<file path="config.mk">
export PLATFORM = sky130hd
export DESIGN_NAME = frame_padder
export DESIGN_NICKNAME = d
export VERILOG_FILES = /design/src/rtl/fp_pkg.sv /design/src/rtl/fp_position.sv /design/src/rtl/fp_ctrl.sv /design/src/rtl/frame_padder.sv
export SDC_FILE = /design/constraint.sdc
export NUM_CORES = 1
export LEC_CHECK = 0
export CAP_MARGIN = 20
export CORE_MARGIN = 4
export CORE_UTILIZATION = 25
export DETAILED_ROUTE_END_ITERATION = 10
export GPL_ROUTABILITY_DRIVEN = 1
export PLACE_DENSITY = 0.53
export SLEW_MARGIN = 40
export SYNTH_ARGS = -nofsm -noshare
export SYNTH_HDL_FRONTEND = slang
export SYNTH_HIERARCHICAL = 1
export SYNTH_SLANG_ARGS = --single-unit
</file>
<file path="constraint.sdc">
create_clock -name clk -period 5.1 [get_ports clk]
set_clock_uncertainty 0.15 [all_clocks]
set_input_delay 1.02 -clock clk [delete_from_list [all_inputs] [get_ports clk]]
set_output_delay 1.02 -clock clk [all_outputs]
set_load 0.01 [all_outputs]
</file>
<file path="src/rtl/fp_pkg.sv">
package fp_pkg;
   typedef enum logic {
      ST_PASS = 1'b0,
      ST_PAD  = 1'b1
   } pad_state_e;
endpackage

</file>
<file path="src/rtl/fp_position.sv">
module fp_position #(
   parameter int MAX_FRAME_LOG2 = 12,
   localparam int LEN_W = MAX_FRAME_LOG2 + 1
) (
   input  logic             clk,
   input  logic             rst_n,
   input  logic             clr,
   input  logic             step,
   input  logic [LEN_W-1:0] frame_len,
   input  logic [LEN_W-1:0] pkt_len,
   output logic             frame_end,
   output logic             pkt_end
);
   logic [LEN_W-1:0] samp_q;
   logic [LEN_W-1:0] pkt_q;
   localparam logic [LEN_W-1:0] ONE = LEN_W'(1);

   assign frame_end = (samp_q == frame_len - ONE);
   assign pkt_end   = (pkt_q == pkt_len - ONE) || frame_end;

   always_ff @(posedge clk) begin
      if (!rst_n || clr) begin
         samp_q <= '0;
         pkt_q  <= '0;
      end else if (step) begin
         if (frame_end) begin
            samp_q <= '0;
            pkt_q  <= '0;
         end else begin
            samp_q <= samp_q + ONE;
            pkt_q  <= pkt_end ? '0 : pkt_q + ONE;
         end
      end
   end
endmodule

</file>
<file path="src/rtl/fp_ctrl.sv">
module fp_ctrl
   import fp_pkg::*;
(
   input  logic clk,
   input  logic rst_n,
   input  logic clr,
   input  logic beat,
   input  logic in_eob,
   input  logic frame_end,
   output logic padding
);
   pad_state_e st_q, st_d;

   always_comb begin
      st_d = st_q;
      unique case (st_q)
         ST_PASS: if (beat && in_eob && !frame_end) st_d = ST_PAD;
         ST_PAD:  if (beat && frame_end)            st_d = ST_PASS;
         default: st_d = ST_PASS;
      endcase
   end

   always_ff @(posedge clk) begin
      if (!rst_n || clr) st_q <= ST_PASS;
      else               st_q <= st_d;
   end

   assign padding = (st_q == ST_PAD);
endmodule

</file>
<file path="src/rtl/frame_padder.sv">
module frame_padder #(
   parameter int DATA_W         = 32,
   parameter int MAX_FRAME_LOG2 = 12,
   localparam int LEN_W = MAX_FRAME_LOG2 + 1,
   localparam int LOG_W = $clog2(MAX_FRAME_LOG2 + 1)
) (
   input  logic              clk,
   input  logic              rst_n,
   input  logic              clr,
   input  logic [LOG_W-1:0]  cfg_frame_log2,
   input  logic [LEN_W-1:0]  cfg_pkt_len,
   input  logic              s_valid,
   output logic              s_ready,
   input  logic [DATA_W-1:0] s_data,
   input  logic              s_eob,
   output logic              m_valid,
   input  logic              m_ready,
   output logic [DATA_W-1:0] m_data,
   output logic              m_last,
   output logic              m_eob
);
   generate
      if (MAX_FRAME_LOG2 < 4 || MAX_FRAME_LOG2 > 16) begin : g_bad_frame
         $error("frame_padder: MAX_FRAME_LOG2 must lie in 4..16");
      end
      if (DATA_W < 1) begin : g_bad_width
         $error("frame_padder: DATA_W must be positive");
      end
   endgenerate

   logic [LEN_W-1:0] frame_len;
   logic             padding;
   logic             frame_end;
   logic             pkt_end;
   logic             beat;
   logic             active;

   assign frame_len = LEN_W'(1) << cfg_frame_log2;
   assign active    = !clr;
   assign m_valid   = active && (padding || s_valid);
   assign s_ready   = active && !padding && m_ready;
   assign m_data    = padding ? '0 : s_data;
   assign beat      = m_valid && m_ready;
   assign m_last    = m_valid && pkt_end;
   assign m_eob     = m_valid && frame_end && (padding || s_eob);

   fp_position #(.MAX_FRAME_LOG2(MAX_FRAME_LOG2)) u_pos (
      .clk       (clk),
      .rst_n     (rst_n),
      .clr       (clr),
      .step      (beat),
      .frame_len (frame_len),
      .pkt_len   (cfg_pkt_len),
      .frame_end (frame_end),
      .pkt_end   (pkt_end)
   );

   fp_ctrl u_ctrl (
      .clk       (clk),
      .rst_n     (rst_n),
      .clr       (clr),
      .beat      (beat),
      .in_eob    (s_eob && !padding),
      .frame_end (frame_end),
      .padding   (padding)
   );
endmodule

</file>
==> results_dict.tcl, run 1 <==
set metrics [dict create \
    routed_wl_um 7437 \
    row_count 36 \
    cp.arrival_ns 3.75 \
    die-area_sq_um 11690 \
    cts_buffer_depth 2 \
    grt_usage_pct 11.97 \
    worst_slew_pin_slew_ns 0.7265 \
    ys_warn_count 6 \
    first_pass_iters 4 \
    ys_types 60 \
    remaining_drc_errors 0 \
    power_frac_comb_pct 35.1 \
    vias_per_cell 4.689 \
    rsz0062_at_grt "false" \
    min_from "u_pos/samp_q[1]" \
    cts_tree "built" \
    ios 91 \
    critPathTopFamily "simple AND/OR/NAND/NOR gates" \
    synth_ff_type "dfxtp_1" \
    crit_type "input pin to primary output" \
    worst_r2r_endpoint "u_pos/pkt_q[8]" \
    hp-class "register to register" \
    synth_nets 383 \
    cp_slowest_cell "or4_4" \
    synth.area.top_cells "dfxtp_1 22%, xnor2_1 9.4%, nor2b_1 9.0%" \
    finalMaxSlewViolations 0 \
    period_minus_slack_ns 4.922 \
    grt_pass1_vias 2521 \
    gp_congestion 0.7954 \
    period_share_pct 96.51 \
    finalSetupViolations 0 \
    die_x_um 108.1 \
    hold_path_depth 2 \
    hold_buffers 0 \
    io_buffers 90 \
    antenna_found_initial 0 \
    final_cell_mix "85 x clkdlybuf4s50_1, 36 x nor2b_1, 30 x buf_4" \
    die_h_um 108.1 \
    clock_sinks 27 \
    layout_commonest_cell "clkdlybuf4s50_1" \
    ys_seq_area_share_pct 21.57 \
    postRouteAntennaNets 0 \
    reg2reg_slack_ns 2.61 \
    slowest_delay_ns 0.54 \
    startpoint "cfg_frame_log2[1]" \
    whs_endpoint "u_pos/samp_q[1]" \
    worst-path-buf-inv 4 \
    max_freq_mhz 203.2 \
    cts_root_buffer "clkbuf_8" \
    syn_area_per_cell_sq_um 7.735 \
    synth_area_sq_um 2506 \
    crit_chain "clkdlybuf4s50_1 > nand2_1 > nor3_1 > buf_4 > or4_4 > nor4_2 > xnor2_1 > nand4b_1 > a211oi_2 > buf_4 > a41o_1 > and2_1 > dlygate4sd2_1" \
    finalWorstSetupSlack_ns 0.1779 \
    drive_gt1_share_pct 13.41 \
    maxSlewHeadroom_pct 51.57 \
    synth_top_area_share_pct 21.57 \
    dpl.hpwl_um 6044 \
    nNetsFinal 500 \
    intPower_w 0.0003793 \
    cap_violations 0 \
    synthArstFlopShare_pct 0 \
    first_iter_violations 120 \
    start_util_pct 25.64 \
    via_count 2687 \
    outcome "finished, final reports clean" \
    grt_overflow 0 \
    syn_inst 324 \
    tns_ns 0 \
    path_common_cell "buf_4" \
    htree_levels 1 \
    cts_buffers 3 \
    pre_cts_slack_ns -0.2640 \
    wl_per_cell_um 12.98 \
    critPathMaxFanout 5 \
    hold_viol 0 \
    seq_power_share_pct 40.3 \
    ys_ff_latch 27 \
    synth_edf_count 0 \
    vdd_ir_drop_max_uv 101.1 \
    yosysTopAreaCell "dfxtp_1" \
    r2r-start "u_pos/samp_q[12]" \
    area_growth_pct 53.72 \
    fillers 1005 \
    grt_pass1_wl_um 11760 \
    cp-end-kind "primary output" \
    reg2reg_depth 6 \
    clk_pin_slew_ns 0.11 \
    antennaDiodeCount 0 \
    cp_data_required_time_ns 3.93 \
    crit_path_start_kind "input pin" \
    coreArea_sq_um 9774 \
    p_sw_share_pct 28.09 \
    p_per_area_nw_per_um2 136.9 \
    p_clk_share_pct 24.6 \
    leakagePower_nw 1.439 \
    switchingPower_w 0.0001481 \
    grt_max_degree 27 \
    clock_latency_ns 0.28 \
]
[layer usage]
layer | routed length (um) | track usage [%] | up-vias
li1 | - | - | 1385
met1 | 3433 | 15.32 | 1233
met2 | 3425 | 21.23 | 67
met3 | 541 | 2.269 | 2
met4 | 36 | 1.894 | 0
met5 | 0 | 0 | -
[power groups by stage]
stage	Clock (W)	Sequential (W)	Combinational, W
6_report	0.000130	0.000213	0.000185
5_1_grt	0.000140	0.000213	0.000201
4_1_cts	0.000133	0.000213	0.000184
3_5_place_dp	0	0.000218	0.000182
3_3_place_gp	0	0.000218	0.000180
2_1_floorplan	0	0.000217	0.0000780
[Yosys cell counts, types with 3 or more instances]
master / n
a21oi_1: 7
xnor2_1: 27
nor4_1: 3
ha_1: 4
and3_1: 7
nand2b_1: 11
xor2_1: 24
nor2_1: 25
or3_1: 3
nand4_1: 6
o21ai_0: 7
nor2b_1: 36
clkbuf_1: 4
inv_1: 7
dfxtp_1: 27
nor3b_1: 5
o211ai_1: 3
and2_1: 3
nand2_1: 21
nand3b_1: 8
a31oi_1: 5
nor3_1: 23
nand3_1: 13
and3b_1: 3
[area by class of cell]
type                    instances  area, sq um  share of cell area [%]
multi-input cells             282         1953                   50.70
repair buffers                120         1116                   28.97
flip-flops and latches         27        541.8                   14.06
well taps                     133        166.4                   4.320
clock buffers                   3        41.29                   1.072
inverters                       7        26.28                  0.6820
clock inverters                 1        7.507                  0.1949
[registers in the layout, indices dropped and copies added (netlist names)]
signal          cells
u_pos/samp_q       13
u_ctrl/padding      1
u_pos/pkt_q        13
[tightest hold or removal path, cell delays in order (launching register included)]
cell      delay, ns
dfxtp_1        0.36
nand2b_1       0.08
a21oi_1        0.06
[worst max-delay path by stage]
stage                     endpoint  slack [ns]  cells past startpoint
after floorplan              m_eob        0.65                      7
after global placement       m_eob       -0.19                     10
after detailed placement     m_eob       -0.26                     10
after CTS                    m_eob        0.12                     12
after global routing        m_last        0.01                     13
final                       m_last        0.18                     13
[kinds of logic (layout without fill, tap and decap cells)]
kind of cell	count (synthesis)	count (layout)	synth area share (%)
and+or+nand+nor	186	186	43.79
xor gates and xnor gates	51	51	17.82
AOI/OAI and AO/OA	39	39	11.48
DFF	27	27	21.57
buffers and inverters	15	131	2.496
adders and majority gates	4	4	1.997
muxes	2	2	0.8487
[stage by stage]
stage          hold slack (ns)  cell area, sq um  utilization (%)  cells  total power, W
2_1_floorplan           0.3322              2506                -    324       0.0002948
3_3_place_gp            0.3618              3755            38.42    568       0.0003975
3_5_place_dp            0.3793              3755            38.42    568       0.0003993
4_1_cts                 0.4007              3821            39.09    573       0.0005302
5_1_grt                 0.4462              3852            39.41    573       0.0005544
6_report                0.3969              3852            39.41    573       0.0005274
[timing repair]
action                                  in CTS  in global routing
endpoints found under the setup margin       2                  2
gates resized for setup                      8                  9
pin swaps                                    1                  0
setup buffers                                1                  0
Power figures use the tool's default switching activity.
==> run 2, diff against run 1 <==
--- a/config.mk
+++ b/config.mk
@@ -6,11 +6,14 @@
 export NUM_CORES = 1
 export LEC_CHECK = 0
 export CAP_MARGIN = 20
+export CELL_PAD_IN_SITES_DETAIL_PLACEMENT = 1
+export CELL_PAD_IN_SITES_GLOBAL_PLACEMENT = 1
+export CORE_ASPECT_RATIO = 1.75
 export CORE_MARGIN = 4
 export CORE_UTILIZATION = 25
 export DETAILED_ROUTE_END_ITERATION = 10
 export GPL_ROUTABILITY_DRIVEN = 1
-export PLACE_DENSITY = 0.53
+export PLACE_DENSITY = 0.69
 export SLEW_MARGIN = 40
 export SYNTH_ARGS = -nofsm -noshare
 export SYNTH_HDL_FRONTEND = slang
==> run 2 against run 1 <==
Against the previous run:
- total power rose by 11%
- worst hold slack got worse by 0.028 ns
- first-iteration DRC count fell by 39%
- core utilization barely moved
- global-route usage rose by 2.8 points
- critical path depth fell by 1
- register-to-register slack got worse by 0.15 ns
- cell area rose by 0.71%
- via count rose by 4.4%
- sequential power barely moved
==> results_dict.tcl, run 2 (synthesized netlist as in run 1, its figures left out) <==
set metrics [dict create \
    ios 91 \
    fillers 1227 \
    finalMaxSlewViolations 0 \
    vias_per_cell 4.914 \
    clock_latency_ns 0.26 \
    die_h_um 140.5 \
    coreArea_sq_um 9849 \
    cp_data_required_time_ns 3.93 \
    p_per_area_nw_per_um2 150.4 \
    grt_pass1_vias 3080 \
    max_freq_mhz 205.6 \
    total_power_w 0.0005837 \
    area_growth_pct 54.82 \
    hold_buffers 0 \
    cts_buffers 3 \
    rsz0062_at_grt "false" \
    crit_path_start_kind "input pin" \
    final_cells 571 \
    critPathMaxFanout 7 \
    die_x_um 83.69 \
    dp.cells 567 \
    remaining_drc_errors 0 \
    antennaDiodeCount 0 \
    postRouteAntennaNets 0 \
    io_buffers 90 \
    period_minus_slack_ns 4.864 \
    worst_slew_pin_slew_ns 0.7320 \
    final_cell_mix "84 x clkdlybuf4s50_1, 36 x nor2b_1, 36 x buf_4" \
    first_iter_violations 73 \
    htree_levels 1 \
    cts_buffer_depth 2 \
    row_count 48 \
    clk_pin_slew_ns 0.07 \
    via_count 2806 \
    antenna_found_initial 0 \
    grt_max_degree 38 \
    cts_root_buffer "clkbuf_16" \
    period_share_pct 95.38 \
    first_pass_iters 4 \
    holdWs_ns 0.3693 \
    grt_pass1_wl_um 14540 \
    nNetsFinal 506 \
    layout_commonest_cell "clkdlybuf4s50_1" \
    seq_area_sq_um 540.5 \
    vdd_ir_drop_max_uv 104.4 \
    grt_usage_pct 14.79 \
    grt_overflow 0 \
    gp_congestion 0.7882 \
    wl_per_cell_um 15.41 \
    die-area_sq_um 11750 \
    outcome "finished, final reports clean" \
    pre_cts_slack_ns -0.3629 \
    cp-end-kind "primary output" \
    cts_tree "built" \
    clock_sinks 27 \
    hp-class "register to register" \
    hold_viol 0 \
    cap_violations 0 \
    maxSlewHeadroom_pct 51.20 \
    tns_ns 0 \
    drive_gt1_share_pct 12.56 \
    multiInputGateArea_sq_um 1914 \
    cp.arrival_ns 3.69 \
    start_util_pct 25.44 \
    finalSetupViolations 0 \
    crit_type "input pin to primary output" \
    dpl.hpwl_um 7436 \
    finalWorstSetupSlack_ns 0.2356 \
    leakagePower_nw 1.479 \
    routed_wl_um 8799 \
]
-- run 2: repair_timing --
| item | in CTS | in global routing |
|---|---|---|
| endpoints found under the hold margin | 0 | 0 |
| setup endpoints to repair | 2 | 0 |
| gates resized for setup | 8 | 0 |
| setup buffers | 0 | 0 |
-- run 2: metal layers --
metal,share of wire [%],vias to the layer above,global-route usage (%)
met4,2.4,0,5.169
met1,34,1356,13.76
met2,62,46,31.72
met3,1.8,16,1.413
met5,0,-,0
li1,-,1388,-
-- run 2: report_power, final --
part / internal, W / total (W) / switching (W)
Combinational: 0.000113 / 0.000191 / 0.0000783
Sequential: 0.000211 / 0.000212 / 0.000000710
Clock: 0.000107 / 0.000180 / 0.0000732
Total: 0.000431 / 0.000584 / 0.000152
-- run 2: critical path, cell delays in order --
cell,delay [ns]
dlygate4sd2_1,0.35
nand2b_1,0.22
nor3_1,0.10
or4_4,0.51
buf_4,0.16
o211ai_1,0.15
a21boi_1,0.32
a211oi_1,0.09
buf_4,0.16
a41o_1,0.20
and2_1,0.13
dlygate4sd2_1,0.29
-- run 2: worst paths after layout --
check / endpoint / cells past startpoint / startpoint / slack, ns
setup / recovery: m_last / 12 / cfg_frame_log2[3] / 0.24
hold / removal: u_pos/samp_q[1] / 2 / u_pos/samp_q[1] / 0.37
setup reg to reg: u_pos/pkt_q[5] / 7 / u_pos/samp_q[12] / 2.46
hold reg to reg: u_pos/samp_q[1] / 2 / u_pos/samp_q[1] / 0.37
-- run 2: cell type report --
class,instances,share of cell area [%]
repair buffers,126,29.99
well taps,125,4.031
multi-input cells,282,49.34
flip-flops and latches,27,13.93
clock buffers,4,2.032
inverters,7,0.6772
-- run 2: metrics by stage --
| stage | util [%] | cell area, sq um |
|---|---|---|
| 2_1_floorplan | - | 2506 |
| 3_3_place_gp | 38.55 | 3797 |
| 6_report | 39.39 | 3880 |
| 4_1_cts | 39.39 | 3880 |
| 3_5_place_dp | 38.55 | 3797 |
| 5_1_grt | 39.39 | 3880 |
==> run 3, diff against run 2 <==
--- a/config.mk
+++ b/config.mk
@@ -9,7 +9,7 @@
 export CELL_PAD_IN_SITES_DETAIL_PLACEMENT = 1
 export CELL_PAD_IN_SITES_GLOBAL_PLACEMENT = 1
 export CORE_ASPECT_RATIO = 1.75
-export CORE_MARGIN = 4
+export CORE_MARGIN = 1
 export CORE_UTILIZATION = 25
 export DETAILED_ROUTE_END_ITERATION = 10
 export GPL_ROUTABILITY_DRIVEN = 1
==> run 3 against run 2 <==
Against the previous run:
- register-to-register slack worse by 0.07 ns
- routed wire length is 0.65% higher
- non-clock buffer count is 2 higher
- largest cell class unchanged
- largest power group unchanged
==> results_dict.tcl, run 3 (synthesized netlist as in run 1, its figures left out) <==
set metrics [dict create \
    cts_buffers 3 \
    hp-class "register to register" \
    hold_buffers 0 \
    nNetsFinal 508 \
    crit_path_start_kind "input pin" \
    rsz0062_at_grt "false" \
    cp_data_required_time_ns 3.93 \
    reg2reg_slack_ns 2.39 \
    vias_per_cell 4.860 \
    wl_per_cell_um 15.46 \
    cp_slowest_cell "clkdlybuf4s50_1" \
    finalMaxSlewViolations 0 \
    cts_root_buffer "clkbuf_16" \
    multiInputGateArea_sq_um 1961 \
    clock_sinks 27 \
    crit_type "input pin to primary output" \
    period_share_pct 92.67 \
    remaining_drc_errors 0 \
    final_core_util_pct 40.38 \
    coreArea_sq_um 9789 \
    clk_pin_slew_ns 0.07 \
    max_freq_mhz 211.6 \
    drive_gt1_share_pct 14.73 \
    dpl.hpwl_um 7263 \
    vdd_ir_drop_max_uv 121.6 \
    via_count 2785 \
    critPathTopFamily "compound AO/OA/AOI/OAI gates" \
    leakagePower_nw 1.535 \
    outcome "finished, final reports clean" \
    critPathMaxFanout 4 \
    start_util_pct 25.60 \
    worst-path-buf-inv 3 \
    cts_buffer_depth 2 \
    design_area_sq_um 3953 \
    row_count 48 \
    grt_usage_pct 16.85 \
    grt_overflow 0 \
    p_per_area_nw_per_um2 149.6 \
    antenna_found_initial 0 \
    period_minus_slack_ns 4.726 \
    clock_latency_ns 0.26 \
    grt_pass1_wl_um 14120 \
    routed_wl_um 8856 \
    cp.arrival_ns 3.56 \
    cp-end-kind "primary output" \
    total_power_w 0.0005911 \
    antennaDiodeCount 0 \
    finalSetupViolations 0 \
    area_growth_pct 57.71 \
    gp_congestion 0.7755 \
    worst_slew_pin_slew_ns 0.7602 \
    grt_pass1_vias 2969 \
    dpl_cell_area_sq_um 3805 \
    die-area_sq_um 10440 \
    cts_tree "built" \
    die_x_um 77.69 \
    postRouteAntennaNets 0 \
    die_h_um 134.5 \
    cap_violations 0 \
    maxSlewHeadroom_pct 49.32 \
    io_buffers 90 \
    tns_ns 0 \
    htree_levels 1 \
    hold_viol 0 \
    crit_chain "clkdlybuf4s50_1 > inv_1 > ha_1 > or3b_2 > o221ai_1 > o311a_1 > o21ai_0 > a41o_1 > and2_1 > dlygate4sd2_1" \
    pre_cts_slack_ns -0.5072 \
    seq_area_sq_um 540.5 \
    slowest_delay_ns 0.48 \
    layout_commonest_cell "clkdlybuf4s50_1" \
    fillers 1187 \
    finalWorstSetupSlack_ns 0.3740 \
    ios 91 \
    first_pass_iters 4 \
    first_iter_violations 99 \
    grt_max_degree 38 \
    final_cell_mix "84 x clkdlybuf4s50_1, 38 x buf_4, 36 x nor2b_1" \
]
==> run 3: changes by cell type in the layout (fill, tap and decap cells not counted), moves of 2 or more <==
| cell | delta |
|---|---|
| buf_4 | +2 |
| dlygate4sd2_1 | -5 |
| nor3_2 | +3 |
| dlymetal6s2s_1 | +4 |
| nor3_1 | -3 |
==> run 3: metrics by stage <==
step,instances,hold slack [ns]
after global placement,568,0.3584
after detailed placement,568,0.3862
after CTS,573,0.3976
final,573,0.3922
after floorplan,324,0.3322
after global routing,573,0.4367
==> run 3: cell type report <==
| class | instances | area share, % |
|---|---|---|
| Multi-Input combinational cell | 282 | 49.60 |
| Inverter | 7 | 0.6648 |
| Tap cell | 125 | 3.957 |
| Sequential cell | 27 | 13.68 |
| Timing Repair Buffer | 128 | 30.10 |
| Clock buffer | 4 | 1.994 |
==> run 3: report_power, final <==
group          internal, W  switching [W]  total, W
Sequential        0.000211    0.000000717  0.000212
Combinational     0.000117      0.0000809  0.000197
Clock             0.000107      0.0000746  0.000182
==> run 3: metal layers <==
| layer | wire length [um] | global-route usage, % | vias to the layer above |
|---|---|---|---|
| li1 | - | - | 1395 |
| met1 | 3230 | 16.58 | 1360 |
| met2 | 5355 | 35.25 | 22 |
| met3 | 118 | 1.554 | 8 |
| met4 | 151 | 5.556 | 0 |
| met5 | 0 | 0 | - |
==> run 3: final timing paths <==
check | start | endpoint | cells after the start
worst max-delay path | cfg_pkt_len[1] | m_last | 10
worst min-delay path | u_pos/samp_q[1] | u_pos/samp_q[1] | 2
worst max register to register | u_pos/samp_q[12] | u_pos/pkt_q[8] | 7
worst min register to register | u_pos/samp_q[1] | u_pos/samp_q[1] | 2
==> run 3: repair_timing <==
item,in CTS,in global routing
pin swaps,1,1
setup endpoints to repair,2,2
buffers inserted,1,0
gates resized for setup,10,10
==> run 3: worst reg2reg max path, delay by kind of cell (launching register included) <==
family	cells	cell delay (ns)
AND/OR/NAND/NOR	3	0.93
AO/OA/AOI/OAI	2	0.66
flip-flops	1	0.33
XOR/XNOR	1	0.33
buffers and inverters	1	0.15
